[config.mk]
export PLATFORM = sky130hd
export DESIGN_NAME = wp_cache
export DESIGN_NICKNAME = d
export VERILOG_FILES = /design/src/rtl/wp_cache.sv
export SDC_FILE = /design/constraint.sdc
export NUM_CORES = 1
export LEC_CHECK = 0
export ABC_AREA = 1
export ABC_CLOCK_PERIOD_IN_PS = 4800
export BUFFER_PORTS_ARGS = -buffer_cell sky130_fd_sc_hd__buf_2
export CAP_MARGIN = 20
export CORE_MARGIN = 3
export CORE_UTILIZATION = 62
export DETAILED_ROUTE_END_ITERATION = 8
export HOLD_SLACK_MARGIN = 0.15
export PLACE_DENSITY = 0.89
export REMOVE_ABC_BUFFERS = 1
export SLEW_MARGIN = 40
export SYNTH_ARGS = -nofsm -noshare
export SYNTH_HDL_FRONTEND = slang
export SYNTH_SLANG_ARGS = --single-unit
[constraint.sdc]
create_clock -name clk -period 4.8 [get_ports clk]
set_input_delay 0.96 -clock clk [delete_from_list [all_inputs] [get_ports clk]]
set_output_delay 0.96 -clock clk [all_outputs]
set_load 0.05 [all_outputs]
[src/rtl/wp_cache.sv]
module wp_cache #(
  parameter int SETS  = 4,
  parameter int WORDS = 2,
  parameter int DW    = 8,
  parameter int AW    = 8
) (
  input  logic                           clk,
  input  logic                           rst_n,
  input  logic                           req_valid,
  output logic                           req_ready,
  input  logic                           req_write,
  input  logic [AW-1:0]                  req_addr,
  input  logic [DW-1:0]                  req_wdata,
  output logic                           rsp_done,
  output logic                           rsp_hit,
  output logic [DW-1:0]                  rsp_rdata,
  output logic                           fill_req,
  output logic [AW-$clog2(WORDS)-1:0]    fill_addr,
  input  logic                           fill_valid,
  input  logic [WORDS*DW-1:0]            fill_line,
  output logic [1:0]                     probe_en
);
  localparam int OB = $clog2(WORDS);
  localparam int IB = $clog2(SETS);
  localparam int TW = AW - OB - IB;
  localparam int LW = WORDS * DW;

  typedef enum logic [1:0] {IDLE, FIRST, SECOND, FILL} st_t;
  st_t st;

  logic [AW-1:0] a_q;
  logic          w_q;
  logic [DW-1:0] wd_q;

  logic [TW-1:0]   tag_m [SETS][2];
  logic [LW-1:0]   dat_m [SETS][2];
  logic [1:0]      vld_m [SETS];
  logic [SETS-1:0] pred_m;

  logic [IB-1:0] idx;
  logic [TW-1:0] tg;
  logic [OB-1:0] off;
  logic          pw, way, match, victim;
  logic [LW-1:0] base, merged;

  assign idx   = a_q[OB +: IB];
  assign tg    = a_q[AW-1 -: TW];
  assign off   = a_q[OB-1:0];
  assign pw    = pred_m[idx];
  assign way   = (st == SECOND) ? ~pw : pw;
  assign match = vld_m[idx][way] && (tag_m[idx][way] == tg);
  assign victim = !vld_m[idx][0] ? 1'b0 : (!vld_m[idx][1] ? 1'b1 : ~pw);

  assign base = (st == FILL) ? fill_line : dat_m[idx][way];

  always_comb begin
    merged = base;
    if (w_q) merged[off*DW +: DW] = wd_q;
  end

  assign req_ready = (st == IDLE);
  assign fill_req  = (st == FILL);
  assign fill_addr = a_q[AW-1:OB];
  assign probe_en  = (st == FIRST || st == SECOND) ? (way ? 2'b10 : 2'b01) : 2'b00;

  always_ff @(posedge clk) begin
    if (!rst_n) begin
      st        <= IDLE;
      rsp_done  <= 1'b0;
      rsp_hit   <= 1'b0;
      rsp_rdata <= '0;
      a_q       <= '0;
      w_q       <= 1'b0;
      wd_q      <= '0;
      pred_m    <= '0;
      for (int s = 0; s < SETS; s++) vld_m[s] <= 2'b00;
    end else begin
      rsp_done <= 1'b0;
      case (st)
        IDLE: if (req_valid) begin
          a_q  <= req_addr;
          w_q  <= req_write;
          wd_q <= req_wdata;
          st   <= FIRST;
        end
        FIRST, SECOND: begin
          if (match) begin
            rsp_done    <= 1'b1;
            rsp_hit     <= 1'b1;
            rsp_rdata   <= merged[off*DW +: DW];
            pred_m[idx] <= way;
            if (w_q) dat_m[idx][way] <= merged;
            st <= IDLE;
          end else begin
            st <= (st == FIRST) ? SECOND : FILL;
          end
        end
        FILL: if (fill_valid) begin
          dat_m[idx][victim] <= merged;
          tag_m[idx][victim] <= tg;
          vld_m[idx][victim] <= 1'b1;
          pred_m[idx]        <= victim;
          rsp_done  <= 1'b1;
          rsp_hit   <= 1'b0;
          rsp_rdata <= merged[off*DW +: DW];
          st        <= IDLE;
        end
        default: st <= IDLE;
      endcase
    end
  end
endmodule

== Word-level counts from Yosys, hierarchy flattened ==
Memory sizes are Yosys's and may differ from the RTL's. A register that Yosys moved wholly into a read port is not among the register bits.
Index checks and enable logic that the tools add are counted.

* $add $sub $neg: 1
* $lt $le $gt $ge: 9
* Equality and inequality tests: 7
* Shift operators: 3
* Muxes and demuxes: 99
* Bitwise operators: 35
* Reduce and logical (&&, ||, !) cells: 13

{| class="wikitable"
|+ Operators with widths
! kind !! number
|-
| 2-to-1 mux 16 bit || 7
|-
| 2-to-1 mux 32 bit || 2
|-
| 2-to-1 mux 1 bit || 52
|-
| negator 4 -> 34 bit || 1
|-
| variable shift 8 x 34 -> 16 bit, first input constant || 1
|-
| indexed part select 8 x 34 -> 16 bit || 1
|-
| demux 16 bit (select 1 bit) || 2
|-
| OR 1 bit || 32
|-
| 2-to-1 mux 2 bit || 15
|-
| 2-to-1 mux 5 bit || 4
|-
| bitwise mux 16 bit || 1
|-
| 2-to-1 mux 8 bit || 2
|-
| case mux 8 bit (2 select lines) || 1
|-
| indexed part select 16 x 5 -> 8 bit || 1
|-
| 2-to-1 mux 10 bit || 1
|-
| bitwise mux 4 bit || 2
|-
| 2-to-1 mux 4 bit || 2
|-
| case mux 4 bit (2 select lines) || 1
|-
| case mux 2 bit (3 select lines) || 1
|-
| demux 5 bit (select 1 bit) || 1
|-
| == test 5 bit || 1
|-
| logical AND 1 bit || 5
|-
| == test 2 bit, second input constant || 2
|-
| >= comparator 2 bit, second input constant || 2
|-
| other kinds (20) || 27
|}

* Bits in registers: 33
* Memory bits (writable): 176
* Output and inout port bits: 21
* Word-level logic and storage cells: 178
* Memories: 3

{| class="wikitable"
|+ Memories
! name !! depth !! width !! rd ports !! clocked after memory_dff !! write ports !! line !! source
|-
| dat_m || 4 || 32 || 1 || 1 || 1 || 36 || <nowiki>logic [LW-1:0] dat_m [SETS][2];</nowiki>
|-
| tag_m || 4 || 10 || 1 || 1 || 1 || 35 || <nowiki>logic [TW-1:0] tag_m [SETS][2];</nowiki>
|-
| vld_m || 4 || 2 || 1 || 1 || 4 || 37 || <nowiki>logic [1:0] vld_m [SETS];</nowiki>
|}

== Longest topological paths before layout ==
Gate-level depths: netlist of the first run.

* Word-level depth: 15
* Gate-level depth with buffers: 18

== Worst setup path before layout of the first run ==
Ideal clock, no wire load.

* Kind: register to register
* Start: register st[0]
* End: memory dat_m[0][0] (netlist name), enable pin
* Library setup time: 0.394 ns
* Arrival: 2.685 ns
* Setup slack: 1.721 ns
* Cell stages (with the launch flop): 10
* Cells stage by stage: dfxtp_1 -> ha_1 -> clkbuf_1 -> nand2_1 -> nor2_1 -> inv_1 -> nor2_1 -> inv_1 -> clkbuf_1 -> a21oi_1

{| class="wikitable"
|+ RTL lines
! item !! line !! source
|-
| from (decl) || 29 || <nowiki>st_t st;</nowiki>
|-
| from (signal assigned) || 95 || <nowiki>st <= (st == FIRST) ? SECOND : FILL;</nowiki>
|-
| == test 2 bit || - ||
|-
| via fill_req || 17 || <nowiki>output logic fill_req,</nowiki>
|-
| 2-to-1 mux 1 bit || 79 || <nowiki>case (st)</nowiki>
|-
| 2-to-1 mux 1 bit || 67 || <nowiki>if (!rst_n) begin</nowiki>
|-
| 2-to-1 mux 32 bit (implied by the code) || 99 || <nowiki>dat_m[idx][victim] <= merged;</nowiki>
|-
| OR 1 bit (no source line) || - ||
|-
| to (decl) || 36 ||
|}

The timed path passes the listed nets, and every way through them passes these cells. The select of a mux whose other input is x is not followed.

== Final worst setup path of the first run ==
* Start: register st[0]
* End: memory dat_m[2][21] (netlist name), enable pin

* Word-level cells in the longest chain between the ends: 13

{| class="wikitable"
|+ RTL lines
! item !! line !! source
|-
| == test 2 bit || 50, 79 ||
|-
| 2-to-1 mux 1 bit || 50 || <nowiki>assign way = (st == SECOND) ? ~pw : pw;</nowiki>
|-
| NOT 1 -> 2 bit (implied by the code) || 51, 92 ||
|-
| 2-to-1 mux 5 bit (implied by the code) (3 in series) || 51 || <nowiki>assign match = vld_m[idx][way] && (tag_m[idx][way] == tg);</nowiki>
|-
| == test 5 bit || 51 ||
|-
| logical AND 1 bit || 51 ||
|-
| 2-to-1 mux 1 bit || 87 || <nowiki>if (match) begin</nowiki>
|-
| 2-to-1 mux 1 bit || 79 ||
|-
| 2-to-1 mux 1 bit || 67 ||
|-
| 2-to-1 mux 32 bit (implied by the code) || 92 || <nowiki>if (w_q) dat_m[idx][way] <= merged;</nowiki>
|-
| OR 1 bit (no source line) (*) || - ||
|}

Every way passes the cells marked *; elsewhere a longest branch is shown, timed or not. The select of a mux whose other input is x is not followed.

==> results_dict.tcl, run 1 <==
set metrics [dict create \
    status "complete, no violations" \
    synth.yosys.warnings 0 \
    slew_viol_final 0 \
    timing.rr.end "dat_m[2][21]" \
    yosys.area.top_type "edfxtp_1" \
    dr.pass1.iters 8 \
    synth_seq_cells 211 \
    antenna_found_initial 0 \
    fin_crit_ps 3750 \
    numPortBuffers 57 \
    tritoncts "done" \
    path_clk_slew_ps 60 \
    cts_buffers 21 \
    rsz0062_at_grt "false" \
    std_cell_rows 44 \
    ys_top_cells_by_count "nand2_1, edfxtp_1, o21ai_0, nor2_1, a21oi_1" \
    ctsResizeCount 0 \
    dieHeight_um 130 \
    synth_compound_area_share_pct 13.0 \
    grt_pass1_wl_um 38500 \
    synth_top_family_by_area "simple AND/OR/NAND/NOR gates" \
    track_usage_pct 29.7 \
    insertion_delay_ps 500 \
    fin_total_pwr_mw 6.88 \
    synth-simple-area-share_pct 18.1 \
    drive_gt1_share_pct 15.5 \
    die_area_um2 16900 \
    slowest_delay_ps 720 \
    hold_depth 2 \
    ir_drop_mv 0.480 \
    fmaxAchievable_mhz 267 \
    post-dp-hpwl_um 15500 \
    synthMuxAreaShare_pct 0 \
    leakagePower_nw 3.92 \
    grtUsageMet2_pct 45.1 \
    finClkSkew_ps 13.6 \
    setup_tns_ps 0 \
    cts_max_path_buffers 3 \
    synth-seq-area-share_pct 63.0 \
    hold_path.class "register to register" \
    initial_utilization_pct 64.4 \
    core_area_um2 14800 \
    worstMarginPinSlew_ps 862 \
    synth_cell_types 35 \
    synthFlopType "edfxtp_1" \
    drt_iter0_drc 1250 \
    maxSlewHeadroom_pct 42.6 \
    yosys.area_share.adder_pct 0.527 \
    crit_chain "inv_1 -> ha_1 -> inv_1 -> nand2_4 -> nand2_4 -> nand2_1 -> nand3_1 -> nand2_1 -> nor2_4 -> nand3_4 -> inv_2 -> nand4_1 -> a21oi_4" \
    syn_area_per_cell_um2 10.2 \
    reg2reg_depth 13 \
    setup_viol 0 \
    path_class "register to register" \
    slowest_stage "a21oi_4" \
    postCtsHoldBufs 0 \
    synth-xor-area-share_pct 0 \
    finalNetCount 1001 \
    p_per_area_nw_per_um2 654 \
    antenna_cells 0 \
    vias 7419 \
    root_buffer "clkbuf_16" \
    crit_arrival_ps 3880 \
    dieWidth_um 130 \
    drt_wl_total_um 24800 \
    startpoint_type "register" \
    hold_violations 0 \
    syn_area_um2 9500 \
    grt_pass1_vias 6974 \
    worstPathMaxFanout 39 \
    hp-start "rsp_rdata[5]" \
    place.gp.congestion 0.924 \
    post_cts_buffers 0 \
    fill_cells 961 \
    grt-busiest-layer "met2" \
    asyncSetResetFlopFracSynth_pct 0 \
    drc_errors 0 \
    synth.most_common_cell "nand2_1" \
    hold_end "rsp_rdata[5]" \
    end_kind "register" \
    cts.sinks 211 \
    synth_edf_count 176 \
    critPathRequiredTime_ps 4930 \
    syn_to_final_growth_pct 10.8 \
    synthTopCellsByArea "edfxtp_1, nand2_1, dfxtp_1" \
    final_util_pct 71.3 \
    io_pins 58 \
    max_cap_viol_count 0 \
    wire_per_inst_um 21.4 \
    viasPerCell 6.41 \
    grtUsageMet1_pct 44.7 \
    yosysTopAreaCellShare_pct 55.6 \
    rr_startpoint "st[0]" \
    htreeDepth 1 \
    antenna_left 0 \
    rrSetupSlack_ps 1050 \
    grt_util_met3_pct 5.49 \
    syn_inst 928 \
    fin_crit_sh_pct 78.0 \
    grt_max_degree 92 \
    grt-ovfl-total 0 \
]
through the flow:
stage	std cells	hold WS, ps	instance area, µm²	setup slack, ps
finish	1158	470	10500	1050
global route	1158	484	10500	948
detailed placement	1121	461	9880	1100
global placement	1121	457	9830	1270
floorplan	871	444	9210	117
CTS	1158	471	10500	933
critical path, delay by kind of cell (launching register included):
family | cells | cell delay (ps)
and+or+nand+nor | 8 | 1530
AOI/OAI and AO/OA | 1 | 720
buffers and inverters | 3 | 430
DFF | 1 | 380
adders and majority gates | 1 | 300
placed cells by master (no fill, tap or decap), types with 2 or more instances in the layout:
master       n
a21boi_0     2
a21boi_1    13
a21oi_1     65
a21oi_2     10
a21oi_4      8
buf_2       57
buf_4        9
clkbuf_1     3
clkbuf_16   21
clkinv_1    10
clkinv_2     2
dfxtp_1     34
edfxtp_1   176
ha_1         4
inv_1       51
inv_2        3
inv_6        2
nand2_1    203
nand2_2     10
nand2_4      7
nand3_1     48
nand3_2     12
nand3_4      3
nand4_1      7
nor2_1      84
o211ai_1    15
o21ai_0     86
o22ai_1     17
o31ai_1      2
per-layer routing:
layer | share of wire, % | up-vias
met1 | 39 | 3465
met5 | 0 | -
met2 | 46 | 593
met3 | 13 | 81
li1 | - | 3280
met4 | 2.8 | 0
registers in the layout, summed over array words and instances (netlist names), named ones only:
| signal | cells |
|---|---|
| dat_m | 128 |
| tag_m | 40 |
| a_q | 8 |
| rsp_rdata | 8 |
| vld_m | 8 |
| wd_q | 8 |
| pred_m | 4 |
| st | 2 |
| rsp_done | 1 |
| rsp_hit | 1 |
| w_q | 1 |
power breakdown:
| part | switching [mW] | internal [mW] |
|---|---|---|
| Clock | 0.674 | 0.859 |
| Combinational | 2.10 | 0.664 |
| Sequential | 0.111 | 2.48 |
how the worst max path moves through the flow:
stage / end / start / depth (start not counted)
6_report: dat_m[2][21] / st[0] / 13
5_1_grt: dat_m[2][17] / st[0] / 13
4_1_cts: dat_m[0][22] / register / 12
3_5_place_dp: dat_m[0][24] / register / 12
3_3_place_gp: dat_m[2][18] / register / 12
2_1_floorplan: dat_m[0][16] / register / 12
area by class of cell:
class	count	area [µm²]	share of cell area (%)
multi-input combinational	602	3100	29.5
tap	184	230	2.19
sequential	211	5990	56.9
clock buffer	24	537	5.10
timing repair buffer	66	353	3.35
inverter	58	223	2.12
clock inverter	13	96.3	0.915
kinds of logic after synthesis:
logic type,Yosys count
AO/OA/AOI/OAI,219
adder cells (fa/ha/maj),4
buffers and inverters,115
flip-flops,211
AND/OR/NAND/NOR,379
No activity file was read; power rests on OpenSTA's default activity.
==> run 2, diff against run 1 <==
--- a/config.mk
+++ b/config.mk
@@ -6,14 +6,14 @@
 export NUM_CORES = 1
 export LEC_CHECK = 0
 export ABC_AREA = 1
-export ABC_CLOCK_PERIOD_IN_PS = 4800
+export ABC_CLOCK_PERIOD_IN_PS = 3600
 export BUFFER_PORTS_ARGS = -buffer_cell sky130_fd_sc_hd__buf_2
 export CAP_MARGIN = 20
 export CORE_MARGIN = 3
-export CORE_UTILIZATION = 62
+export CORE_UTILIZATION = 61
 export DETAILED_ROUTE_END_ITERATION = 8
 export HOLD_SLACK_MARGIN = 0.15
-export PLACE_DENSITY = 0.89
+export PLACE_DENSITY = 0.88
 export REMOVE_ABC_BUFFERS = 1
 export SLEW_MARGIN = 40
 export SYNTH_ARGS = -nofsm -noshare
==> constraint.sdc (replaced) <==
create_clock -name clk -period 3.6 [get_ports clk]
set_input_delay 0.72 -clock clk [delete_from_list [all_inputs] [get_ports clk]]
set_output_delay 0.72 -clock clk [all_outputs]
set_load 0.05 [all_outputs]
==> run 2 against run 1 <==
Effect of this change: core utilization is 0.71 points higher; die area is 1.6% higher; final cell count is 2.5% higher; clock power is 36% higher; first-iteration DRC count is 1.4% lower; critical path depth is 1 higher; largest cell class unchanged; largest power group unchanged.
==> results_dict.tcl, run 2 (synthesized netlist as in run 1, its figures left out) <==
set metrics [dict create \
    syn_to_final_growth_pct 12.7 \
    track_usage_pct 30.4 \
    path_class "register to register" \
    dieHeight_um 131 \
    post-route-cell-area_um2 10700 \
    drive_gt1_share_pct 18.0 \
    post-dp-hpwl_um 16600 \
    grt_pass1_vias 7065 \
    numPortBuffers 57 \
    cts.sinks 211 \
    max_cap_viol_count 0 \
    tritoncts "done" \
    p_per_area_nw_per_um2 894 \
    slowest_delay_ps 430 \
    crit_chain "inv_1 -> ha_1 -> inv_1 -> nand3_4 -> nand2_4 -> nand2_1 -> nand3_1 -> nand2_1 -> nor2_1 -> nand3_4 -> inv_2 -> nand4_1 -> a21oi_2 -> buf_4" \
    slowest_stage "a21oi_2" \
    place.gp.congestion 0.928 \
    antenna_left 0 \
    postPlaceCellArea_um2 10100 \
    finClkSkew_ps 8.51 \
    final_cell_mix "nand2_1, edfxtp_1, o21ai_0, nor2_1, a21oi_1" \
    post_cts_buffers 0 \
    wire_per_inst_um 21.5 \
    std_cell_rows 44 \
    antenna_cells 0 \
    hold_violations 0 \
    rsz0062_at_grt "false" \
    critPathRequiredTime_ps 3790 \
    crit_arrival_ps 3320 \
    reg2reg_depth 14 \
    initial_utilization_pct 63.9 \
    final_util_pct 72.1 \
    setup_viol 0 \
    dr.pass1.iters 5 \
    core_area_um2 14900 \
    startpoint_type "register" \
    die_area_um2 17100 \
    insertion_delay_ps 490 \
    htreeDepth 1 \
    viasPerCell 6.34 \
    largest_reg_flops 128 \
    final_common_cell "nand2_1" \
    crit_start "st[0]" \
    rrSetupSlack_ps 470 \
    dieWidth_um 131 \
    leakagePower_nw 4.08 \
    grt_max_degree 90 \
    vias 7531 \
    maxSlewHeadroom_pct 54.3 \
    fin_crit_sh_pct 87.0 \
    drt_iter0_drc 1232 \
    timing.rr.end "dat_m[2][16]" \
    antenna_found_initial 0 \
    cp-endpoint "dat_m[2][16]" \
    drc_errors 0 \
    io_pins 58 \
    end_kind "register" \
    top_regs "dat_m: 128 flops, tag_m: 40 flops" \
    ctsResizeCount 0 \
    root_buffer "clkbuf_16" \
    cts_max_path_buffers 3 \
    fmaxAchievable_mhz 319 \
    postCtsHoldBufs 0 \
    rr_startpoint "st[0]" \
    slew_viol_final 0 \
    worstPathMaxFanout 10 \
    drt_wl_total_um 25500 \
    status "complete, no violations" \
    largest-register "dat_m" \
    grt_pass1_wl_um 39000 \
    grt-ovfl-total 0 \
    cts_buffers 21 \
    fin_crit_ps 3130 \
    path_clk_slew_ps 60 \
    hold_path.class "register to register" \
    finalNetCount 1030 \
    worstMarginPinSlew_ps 678 \
    ir_drop_mv 0.726 \
]
run 2: cell types whose count changed in the layout (fill, tap and decap cells not counted), moves of 2 or more:
cell / change
buf_4: +28
a21boi_0: +12
a21boi_1: -12
a21oi_2: +8
a21oi_4: -8
clkbuf_8: +4
clkinv_1: -4
clkbuf_1: +2
clkinv_2: +2
inv_6: -2
run 2: layer usage:
| metal | up-vias | global-route usage (%) | routed length, µm |
|---|---|---|---|
| met3 | 97 | 5.33 | 3130 |
| li1 | 3341 | - | - |
| met2 | 562 | 47.7 | 12000 |
| met1 | 3531 | 42.5 | 9410 |
| met4 | 0 | 12.5 | 1020 |
| met5 | - | 0 | 0 |
run 2: how the worst min path moves through the flow:
stage,startpoint,to,cells past startpoint
floorplan,wd_q[6],wd_q[6],2
CTS,rsp_rdata[4],rsp_rdata[4],2
detailed placement,rsp_rdata[0],rsp_rdata[0],2
global route,rsp_rdata[1],rsp_rdata[1],2
finish,rsp_rdata[0],rsp_rdata[0],2
global placement,rsp_rdata[4],rsp_rdata[4],2
run 2: layout make-up:
| type | instances | area [µm²] |
|---|---|---|
| Clock buffer | 31 | 624 |
| Clock inverter | 6 | 27.5 |
| Fill cell | 986 | 4150 |
| Inverter | 58 | 220 |
| Multi-Input combinational cell | 602 | 3040 |
| Sequential cell | 211 | 5990 |
| Tap cell | 184 | 230 |
| Timing Repair Buffer | 95 | 583 |
run 2: power breakdown:
part | switching (mW) | internal (mW)
Sequential | 0.147 | 3.29
Combinational | 2.95 | 1.11
Clock | 0.881 | 1.20
run 2: stage by stage:
stage          hold WS (ps)  std cells  setup WS (ps)  total power [mW]  TNS [ps]
2_1_floorplan           444        871          -1080              5.85   -147310
3_3_place_gp            454       1150            723              7.28         0
3_5_place_dp            457       1150            549              7.40         0
4_1_cts                 470       1187            525              9.46         0
5_1_grt                 488       1187            279              9.96         0
6_report                468       1187            470              9.58         0
run 2: worst max-delay path: cells and delay by family, from the launching register on:
family	cells	cell delay [ps]
simple gates	8	1090
buf+inv	4	630
compound gates	1	430
flops	1	390
fa+ha+maj	1	280
==> run 3, diff against run 2 <==
--- a/config.mk
+++ b/config.mk
@@ -14,6 +14,7 @@
 export DETAILED_ROUTE_END_ITERATION = 8
 export HOLD_SLACK_MARGIN = 0.15
 export PLACE_DENSITY = 0.88
+export RECOVER_POWER = 50
 export REMOVE_ABC_BUFFERS = 1
 export SLEW_MARGIN = 40
 export SYNTH_ARGS = -nofsm -noshare
==> run 3 against run 2 <==
Effect of this change: maximum frequency is 5.4% lower; non-clock buffer count stayed put; critical path depth is 7 lower; power is 1.9% lower; sequential power hardly changed; count of clock-buffer cells in the layout stayed put; clock power hardly changed; combinational power is 5% lower; final cell count stayed put; global-route usage stayed put; sequential share of layout area is 0.58 points higher; critical path type unchanged; largest cell class unchanged; highest routed layer unchanged.
==> results_dict.tcl, run 3 (synthesized netlist as in run 1, its figures left out) <==
set metrics [dict create \
    numPortBuffers 57 \
    tritoncts "done" \
    dp.cells 1150 \
    drive_gt1_share_pct 14.1 \
    post_cts_buffers 0 \
    postCtsHoldBufs 0 \
    status "complete, no violations" \
    antenna_found_initial 0 \
    grt-ovfl-total 0 \
    drc_errors 0 \
    final_common_cell "nand2_1" \
    htreeDepth 1 \
    dieHeight_um 131 \
    slew_viol_final 0 \
    hold_path.class "register to register" \
    path_clk_slew_ps 60 \
    holdWs_ps 469 \
    end_kind "register" \
    final_util_pct 71.3 \
    root_buffer "clkbuf_16" \
    drt_wl_total_um 25500 \
    wire_per_inst_um 21.5 \
    antenna_left 0 \
    cts_buffers 21 \
    antenna_cells 0 \
    cts.sinks 211 \
    viasPerCell 6.34 \
    worstPathMaxFanout 62 \
    core_area_um2 14900 \
    ir_drop_mv 0.735 \
    dr.pass1.iters 6 \
    finClkSkew_ps 6.55 \
    ctsResizeCount 0 \
    grt_max_degree 90 \
    rsz0062_at_grt "false" \
    startpoint_type "register" \
    place.gp.congestion 0.928 \
    final_cell_mix "nand2_1, edfxtp_1, o21ai_0, nor2_1, a21oi_1" \
    drt_iter0_drc 1223 \
    maxSlewHeadroom_pct 38.6 \
    dieWidth_um 131 \
    vias 7531 \
    std_cell_rows 44 \
    largest_reg_flops 128 \
    hp-start "rsp_rdata[0]" \
    initial_utilization_pct 63.9 \
    post-route-cell-area_um2 10600 \
    fin_crit_ps 3310 \
    io_pins 58 \
    max_cap_viol_count 0 \
    finalNonFillerCells 1187 \
    die_area_um2 17100 \
    post-dp-hpwl_um 16600 \
    postPlaceCellArea_um2 10100 \
    fin_crit_sh_pct 91.9 \
    crit_arrival_ps 3510 \
    critPathRequiredTime_ps 3800 \
    path_class "register to register" \
    syn_to_final_growth_pct 11.5 \
    fmaxAchievable_mhz 302 \
    cts_max_path_buffers 3 \
    setup_viol 0 \
    insertion_delay_ps 490 \
    worstMarginPinSlew_ps 912 \
    grt_pass1_wl_um 39000 \
    p_per_area_nw_per_um2 886 \
    top_regs "dat_m: 128 flops, tag_m: 40 flops" \
    grt_pass1_vias 7065 \
    hold_violations 0 \
    track_usage_pct 30.4 \
    finalNetCount 1030 \
    leakagePower_nw 3.95 \
    largest-register "dat_m" \
]
==> run 3: critical path, cell delays in order, from the launching register on <==
cell and delay (ps):
dfxtp_1 350, inv_4 440, clkbuf_2 630, a21oi_1 200, o21ai_0 420, o211ai_1 210, a21boi_0 220, clkbuf_1 510
==> run 3: layout make-up <==
class	instances	area (µm²)
Sequential cell	211	5990
Fill cell	1026	4270
Multi-Input combinational cell	602	3010
Clock buffer	31	624
Timing Repair Buffer	95	502
Tap cell	184	230
Inverter	58	220
Clock inverter	6	27.5
==> run 3: path summary, 6_finish.rpt <==
check / end / slack (ps) / cells past startpoint
worst max register to register: dat_m[1][20] / 290 / 7
worst max-delay path: dat_m[1][20] / 290 / 7
worst min-delay path: rsp_rdata[0] / 470 / 2
worst min register to register: rsp_rdata[0] / 470 / 2
==> run 3: power breakdown <==
group          switching (mW)  internal, mW
combinational            2.94         0.931
sequential              0.149          3.30
clock                   0.878          1.20
total                    3.97          5.43
==> run 3: stage by stage <==
step / TNS (ps) / total power [mW] / setup WS [ps]
CTS: 0 / 9.46 / 525
detailed placement: 0 / 7.40 / 549
global route: 0 / 9.76 / 151
floorplan: -147310 / 5.85 / -1080
global placement: 0 / 7.28 / 723
finish: 0 / 9.39 / 291
==> run 3: metal layers <==
metal | GRT usage, % | vias up | part of all wire, %
li1 | - | 3338 | -
met1 | 42.5 | 3507 | 36
met2 | 47.7 | 582 | 47
met3 | 5.33 | 104 | 13
met4 | 12.5 | 0 | 4.2
met5 | 0 | - | 0
